**config.mk**
```make
export PLATFORM = sky130hd
export DESIGN_NAME = usec_limit_timer
export DESIGN_NICKNAME = d
export VERILOG_FILES = /design/src/rtl/usec_limit_timer.sv
export SDC_FILE = /design/constraint.sdc
export NUM_CORES = 1
export LEC_CHECK = 0
export ABC_CLOCK_PERIOD_IN_PS = 3260
export BUFFER_PORTS_ARGS = -buffer_cell sky130_fd_sc_hd__buf_4
export CAP_MARGIN = 20
export CORE_AREA = 2 2 140 169
export DETAILED_ROUTE_END_ITERATION = 7
export DIE_AREA = 0 0 142 171
export PLACE_DENSITY_LB_ADDON = 0.3
export SYNTH_ARGS = -nofsm -noshare
export SYNTH_HDL_FRONTEND = slang
export SYNTH_SLANG_ARGS = --single-unit
```
**constraint.sdc**
```tcl
create_clock -name clk -period 3.26 [get_ports clk]
set_clock_uncertainty 0.05 [all_clocks]
set_input_delay 0.163 -clock clk [delete_from_list [all_inputs] [get_ports clk]]
set_output_delay 0.163 -clock clk [all_outputs]
set_load 0.01 [all_outputs]
```
**src/rtl/usec_limit_timer.sv**
```systemverilog
module usec_limit_timer #(
  parameter int NCPU       = 2,
  parameter int CLK_PER_US = 125,
  localparam int AW = $clog2(4 * NCPU + 5)
) (
  input  logic            clk,
  input  logic            rst_n,
  input  logic            sel,
  input  logic            wr,
  input  logic            rd,
  input  logic [AW-1:0]   addr,
  input  logic [31:0]     wdata,
  output logic [31:0]     rdata,
  output logic            irq_l10,
  output logic [NCPU-1:0] irq_l14
);
  localparam int NT    = NCPU + 1;
  localparam int VW    = 22;
  localparam int PW    = (CLK_PER_US > 1) ? $clog2(CLK_PER_US) : 1;
  localparam int GBASE = 4 * NCPU;

  logic [PW-1:0]   pre;
  logic            tick;
  logic [VW-1:0]   lim [NT];
  logic [VW-1:0]   cnt [NT];
  logic [NT-1:0]   irq, hit, wr_lim, rd_lim, rd_nc;
  logic [NCPU-1:0] run;
  logic [NCPU-1:0] cfg;
  logic            unused_bits;

  assign unused_bits = ^wdata[9:0];
  assign tick = (pre == PW'(CLK_PER_US - 1));

  always_ff @(posedge clk or negedge rst_n)
    if (!rst_n)    pre <= '0;
    else if (tick) pre <= '0;
    else           pre <= pre + 1'b1;

  for (genvar t = 0; t < NT; t++) begin : g_tmr
    localparam int LA = (t < NCPU) ? 4 * t : GBASE;
    logic [VW-1:0] nxt;

    assign wr_lim[t] = sel & wr & (addr == AW'(LA));
    assign rd_lim[t] = sel & rd & (addr == AW'(LA));
    assign rd_nc[t]  = sel & rd & (addr == AW'(LA + 2));
    assign nxt       = cnt[t] + 1'b1;
    assign hit[t]    = tick & (lim[t] != '0) & (nxt == lim[t]);

    always_ff @(posedge clk or negedge rst_n)
      if (!rst_n) begin
        lim[t] <= '0;
        cnt[t] <= '0;
        irq[t] <= 1'b0;
      end else if (wr_lim[t]) begin
        lim[t] <= wdata[31:10];
        cnt[t] <= '0;
        irq[t] <= 1'b0;
      end else begin
        if (hit[t])    cnt[t] <= VW'(1);
        else if (tick) cnt[t] <= nxt;
        irq[t] <= hit[t] | (irq[t] & ~rd_lim[t]);
      end


    lim_write_chk: assert property (@(posedge clk) disable iff (!rst_n)
      wr_lim[t] |=> (cnt[t] == '0) && !irq[t]);

    zero_limit_chk: assert property (@(posedge clk) disable iff (!rst_n)
      (lim[t] == '0) |-> !irq[t]);

    noclear_chk: assert property (@(posedge clk) disable iff (!rst_n)
      irq[t] && rd_nc[t] && !wr_lim[t] |=> irq[t]);

    ack_chk: assert property (@(posedge clk) disable iff (!rst_n)
      rd_lim[t] && !wr_lim[t] && !hit[t] |=> !irq[t]);

    hit_wins_chk: assert property (@(posedge clk) disable iff (!rst_n)
      hit[t] && !wr_lim[t] |=> irq[t] && (cnt[t] == VW'(1)));

    rise_on_tick_chk: assert property (@(posedge clk) disable iff (!rst_n)
      $rose(irq[t]) |-> $past(tick));
  end

  for (genvar c = 0; c < NCPU; c++) begin : g_run
    always_ff @(posedge clk or negedge rst_n)
      if (!rst_n) run[c] <= 1'b0;
      else if (sel && wr && addr == AW'(4 * c + 3)) run[c] <= wdata[0];
  end

  always_ff @(posedge clk or negedge rst_n)
    if (!rst_n) cfg <= '0;
    else if (sel && wr && addr == AW'(GBASE + 4)) cfg <= wdata[NCPU-1:0];

  always_comb begin
    rdata = '0;
    for (int t = 0; t < NT; t++) begin
      if (addr == AW'((t < NCPU) ? 4 * t : GBASE))     rdata = {lim[t], 10'b0};
      if (addr == AW'((t < NCPU) ? 4 * t + 1 : GBASE + 1)) rdata = {cnt[t], 10'b0};
      if (addr == AW'((t < NCPU) ? 4 * t + 2 : GBASE + 2)) rdata = {lim[t], 10'b0};
    end
    for (int c = 0; c < NCPU; c++)
      if (addr == AW'(4 * c + 3)) rdata = {31'b0, run[c]};
    if (addr == AW'(GBASE + 4)) rdata = {{(32 - NCPU){1'b0}}, cfg};
  end

  assign irq_l10 = irq[NCPU];
  assign irq_l14 = irq[NCPU-1:0];


  irq_route_chk: assert property (@(posedge clk) disable iff (!rst_n)
    $rose(irq_l10) |-> $past(hit[NCPU]));
endmodule

```
# --- Word level (Yosys, flattened, before mapping) ---
# Cells that the tools add are included.
totals:
  register_bits: 146
  in_bits: 41
  out_inout_bits: 35
  elab_cells: 91
op_classes:
  addsub: 4
  n_eq_ne: 15
  n_mux: 25
  bitwise: 23
  n_reduce_logical: 11
ops:
  columns: ["cell", "count"]
  rows:
  - ["$mux W32", 12]
  - ["$mux W22", 9]
  - ["$add A22 B1 Y22 const B", 3]
  - ["$eq A22 B22 Y1", 3]
  - ["$reduce_bool A22 Y1", 3]
  - ["$and A1 B1 Y1", 17]
  - ["$eq A4 B3 Y1 const B", 4]
  - ["$eq A4 B4 Y1 const B", 4]
  - ["$reduce_bool A3 Y1", 3]
  - ["$eq A4 B2 Y1 const B", 2]
  - ["$add A7 B1 Y7 const B", 1]
  - ["$eq A7 B7 Y1 const B", 1]
  - ["$mux W7", 1]
  - ["$eq A4 B1 Y1 const B", 1]
  - ["$logic_and A1 B1 Y1", 4]
  - ["$logic_not A4 Y1", 1]
  - ["$mux W1", 3]
  - ["$not A1 Y1", 3]
  - ["$or A1 B1 Y1", 3]

# --- Logic depth before layout (Yosys ltp) ---
logic_depth:
  word_depth: 13
  ltp_mapped: 11
  depth_no_buf: 9

# --- Least setup slack after synthesis ---
# Ideal clock, no wire load.
synth_path:
  path_type: "reg-to-reg"
  start: "register cnt[22] (netlist name)"
  end: "register cnt[38] (netlist name)"
  setup_time_ns: 0.119
  arrival_ns: 2.502
  required_ns: 3.091
  path_slack_ns: 0.589
  stages_incl_launch_ff: 11
  n_path_buf: 1
  synth_period_minus_slack_ns: 2.671
  cell_sequence: "dfrtp_1 -> ha_1 -> nand3_1 -> nor4_4 -> and4b_2 -> or3_1 -> a31oi_1 -> or4_4 -> nand2_4 -> buf_8 -> nor2_1"
synth_via:
  elab_chain_len: 5
  elab_cells_between_ends: 7
  cone_classes: "1 x add/sub; 1 x eq/ne; 3 x mux; 1 x bitwise; 1 x reduce/logical"
synth_lines:
  columns: ["item", "line_no", "source"]
  rows:
  - ["start: declaration", "25", "logic [VW-1:0] cnt [NT];"]
  - ["start signal: indexed assignment", "60", "else if (tick) cnt[t] <= nxt;"]
  - ["$add A22 B1 Y22 (*)", "46", "assign nxt = cnt[t] + 1'b1;"]
  - ["$eq A22 B22 Y1", "47", "assign hit[t] = tick & (lim[t] != '0) & (nxt == lim[t]);"]
  - ["$and A1 B1 Y1", "47", null]
  - ["$mux W22", "59", "if (hit[t]) cnt[t] <= VW'(1);"]
  - ["$mux W22", "54", "end else if (wr_lim[t]) begin"]
# Every way passes the cells marked *; elsewhere a longest branch is shown, timed or not. The select of a mux whose other input is x is not followed.
# A chain may end at the register's enable or synchronous reset.

# --- Worst setup path after layout ---
layout_path:
  start: "register cnt[44] (netlist name)"
  end: "register cnt[56] (netlist name)"
# Same word-level chain as after synthesis.

==> summary.md <==
| Metric | Value |
|---|---|
| Status | completed |
| Buf/Inv on CP | 1 |
| Post-synthesis simple-gate area fraction | about a quarter |
| Fin nets | about 1300 |
| Area Overhead vs Synth | 15.5% |
| Synth Instances | approximately 1300 |
| R2R Setup Slk | 0.28 ns |
| Startpoint of the worst hold path | wr |
| Crit path DAT | roughly 3.3 ns |
| Setup TNS Final | 0 ns |
| F_max | 336 MHz |
| DR vias | 9351 |
| Crit end category | register |
| Cell family with most CP delay | simple AND/OR/NAND/NOR gates |
| Largest net degree at the start of global routing | ~60 |
| GRT Util Overall | between 20 and 30% |
| Synth Area in XOR/XNOR | 12.9% |
| Clock Latency Late Sink | about 0.44 ns |
| Tightest Hold Check Type | in -> reg |
| First-pass GRT wire length | 51.7 mm |
| Main combinational cell family by area after synthesis | simple AND/OR/NAND/NOR gates |
| WP data required | 3.53 ns |
| CTS sink count | 146 |
| Wire length per cell | about 20 µm |
| # fillers | 2176 |
| Inserted Diodes | 0 |
| Asr flop ratio synth | between 90% and 100% |
| Clock tree buffer depth | 2 |
| Worst vdd ir | approximately 0.36 mV |
| Final setup violation count | 0 |
| Post-synthesis mux area share | 5.01% |
| Kind of critical path | reg -> reg |
| CTS clk-pin slew, worst paths | 0.07 ns |
| Final std cells w/o fill | 1597 |
| Initial antenna violation count | 0 |
| Maxcap violations | 0 |
| DRT Pass-1 Iters | 6 |
| Drt first-iter violations | between 1000 and 1500 |
| Dpl cells | 1541 |
| Synth cell types | 63 |
| Top FF cell, synth | dfrtp_1 |
| Critical Path Source | cnt[44]$_DFFE_PN0P_ |
| Complex-gate fraction of the synthesized area | 13.3% |
| CP most frequent cell | nor2_1 |
| EDFF count, synth | 0 |
| Seq/Total Area, Yosys | 36.4% |
| Slew margin rel. | 51.7% |
| Die Width | 142 µm |
| Dpl hpwl | 24.1 mm |
| Power per cell area | 453 nW/µm² |
| Final Hold Fails | 0 |
| Sequential cell area | 3650 µm² |
| Crit start category | register |
| Final period utilization | between 90% and 100% |
| Ys Warns | 0 |
| Die area | 24300 µm² |
| Row count | 61 |
| CTS tree | done |
| Number of global-route vias before repair | 8897 |
| Postcts setup bufs | 0 |
| Synth Area in Adders | 0.623% |
| Starting density of the core | 44.0% |
| Share of post-route cells with drive strength above 1 | around 15% |
| Root buffer cell | clkbuf_16 |
| Total grt overflow | 0 |
| Multi-input gate area | a little under 6000 µm² |
| Synthesized area | 10000 µm² |
| Total Wirelength | around 32 mm |
| Top-Level Pins | 76 |
| Tmin final | 2.98 ns |
| CP max stage delay | 0.46 ns |
| Critical-path top delay cell | dfrtp_1 |
| Slew @ Worst Pin | 0.723 ns |
| H-tree depth | 4 |
| Crit Path Max Fanout | 15 |
| Synthesized area per cell | 8.03 µm² |
| DR vias/cell | between 5 and 6 |
| Port bufs | 59 |
| Slew Viols, Final | 0 |
| Worst flop-to-flop path startpoint | cnt[44]$_DFFE_PN0P_ |
| Antenna-violating nets left | 0 |
| RSZ-0062 raised after global routing | false |
| Final GP Congestion | between 1 and 1.5 |
| Die height | 171 µm |
| Remaining routing DRC violations | 0 |
| Core area | 22800 µm² |
| Total CTS buffers | 17 |
| LEAKAGE | 0.00512 µW |
| Critical path, cell by cell | ha_1 -> and3_1 -> nand4_1 -> nor2_1 -> mux2_2 -> nor4_1 -> nand4b_1 -> nand2_1 -> buf_12 -> nor2_1 |
| Synthesized flop and latch total | 146 |
-- synthesized netlist by cell type, drive strengths merged (8+ instances only) --
library cell / instances / area (µm²)
nand2: 216 / 818
nor2: 169 / 634
dfrtp: 146 / 3650
xnor2: 88 / 771
o21ai: 87 / 435
clkbuf: 62 / 236
xor2: 60 / 526
nand3: 45 / 225
mux2: 42 / 473
a21oi: 41 / 205
buf: 36 / 205
nor4: 32 / 230
nand4: 23 / 165
nor3: 20 / 100
and3: 17 / 109
inv: 14 / 52.6
o22ai: 14 / 87.6
a221o: 13 / 130
a31oi: 9 / 56.3
nand2b: 9 / 56.3
o21a: 9 / 67.6
o31ai: 8 / 60.1
or3: 8 / 50.1
-- stage by stage --
stage               setup slack (ns)  cell area (µm²)  utilization (%)  power, µW  hold slack, ns
global route                  0.0281            11600             50.8       5500           0.164
CTS                            0.172            11600             50.8       5270           0.129
global placement               0.266            10800             47.2       3300           0.106
floorplan                      0.589            10100                -       2900          -0.183
finish                         0.280            11600             50.8       5260           0.138
detailed placement             0.184            10800             47.2       3330           0.115
-- repair_timing --
action | 4_1_cts | 5_1_grt
resized for setup | 0 | 1
hold buffers | 25 | 0
endpoints found under the hold margin | 123 | 0
setup endpoints to repair | 0 | 19
-- cell families after synthesis --
| family | after synthesis |
|---|---|
| other | 1 |
| AOI/OAI and AO/OA | 216 |
| and+or+nand+nor | 577 |
| adders and majority gates | 5 |
| DFF | 146 |
| buffers and inverters | 112 |
| xor gates and xnor gates | 148 |
| muxes | 45 |
-- worst paths after layout --
kind,endpoint,depth (start not counted)
worst max-delay path,cnt[56]$_DFFE_PN0P_,10
worst min-delay path,cfg[1]$_DFFE_PN0P_,3
worst max register to register,cnt[56]$_DFFE_PN0P_,10
worst min register to register,cfg[1]$_DFFE_PN0P_,1
max in group asynchronous,lim[49]$_DFFE_PN0P_,3
min in group asynchronous,pre[4]$_DFF_PN0_,2
-- worst register-to-register path, stage by stage, from the launching register on --
cell and delay [ns]:
dfrtp_1 0.46, ha_1 0.26, and3_1 0.27, nand4_1 0.17, nor2_1 0.21, mux2_2 0.36, nor4_1 0.29, nand4b_1 0.26
nand2_1 0.30, buf_12 0.18, nor2_1 0.06
-- cell usage in the layout (no fill, tap or decap), types with 6 or more instances in the layout --
cell type	n
xor2_1	60
a221oi_1	6
nor2b_1	7
a31oi_1	9
o21a_1	9
nand2_1	215
mux2_2	42
a211oi_1	6
nor3_1	20
nor4_1	30
conb_1	8
or3_1	8
and4_1	6
xnor2_1	88
o22ai_1	14
buf_4	94
nand4_1	21
dfrtp_1	146
o21ai_0	87
and3_1	15
nor2_1	168
clkbuf_16	17
nand3_1	44
o31ai_1	8
a221o_1	13
inv_1	14
a21oi_1	41
nand2b_1	9
dlygate4sd3_1	25
-- layout make-up --
cell class	instances	share of cell area [%]
Inverter	14	0.453
Sequential cell	146	31.5
Clock buffer	18	3.79
Tap cell	283	3.05
Timing Repair Buffer	124	9.03
Clock inverter	13	1.09
Multi-Input combinational cell	999	51.1
-- routing by layer --
layer / vias to the layer above / part of all wire [%] / global-route usage (%)
met1: 4459 / 42 / 36.6
met4: 0 / 4.0 / 12.8
li1: 4413 / - / -
met3: 85 / 6.1 / 3.75
met5: - / 0 / 0
met2: 394 / 48 / 45.6
-- report_power, final --
group / total, µW / internal, µW / switching (µW)
Combinational: 1080 / 505 / 574
Clock: 1910 / 1080 / 833
Sequential: 2270 / 1990 / 274
-- sequential cells by signal, summed over array words and instances (netlist names) --
| register | cells |
|---|---|
| cfg | 2 |
| run | 2 |
| irq_l10 | 1 |
| cnt | 66 |
| irq_l14 | 2 |
| pre | 7 |
| lim | 66 |
(Power assumes the default switching activity.)
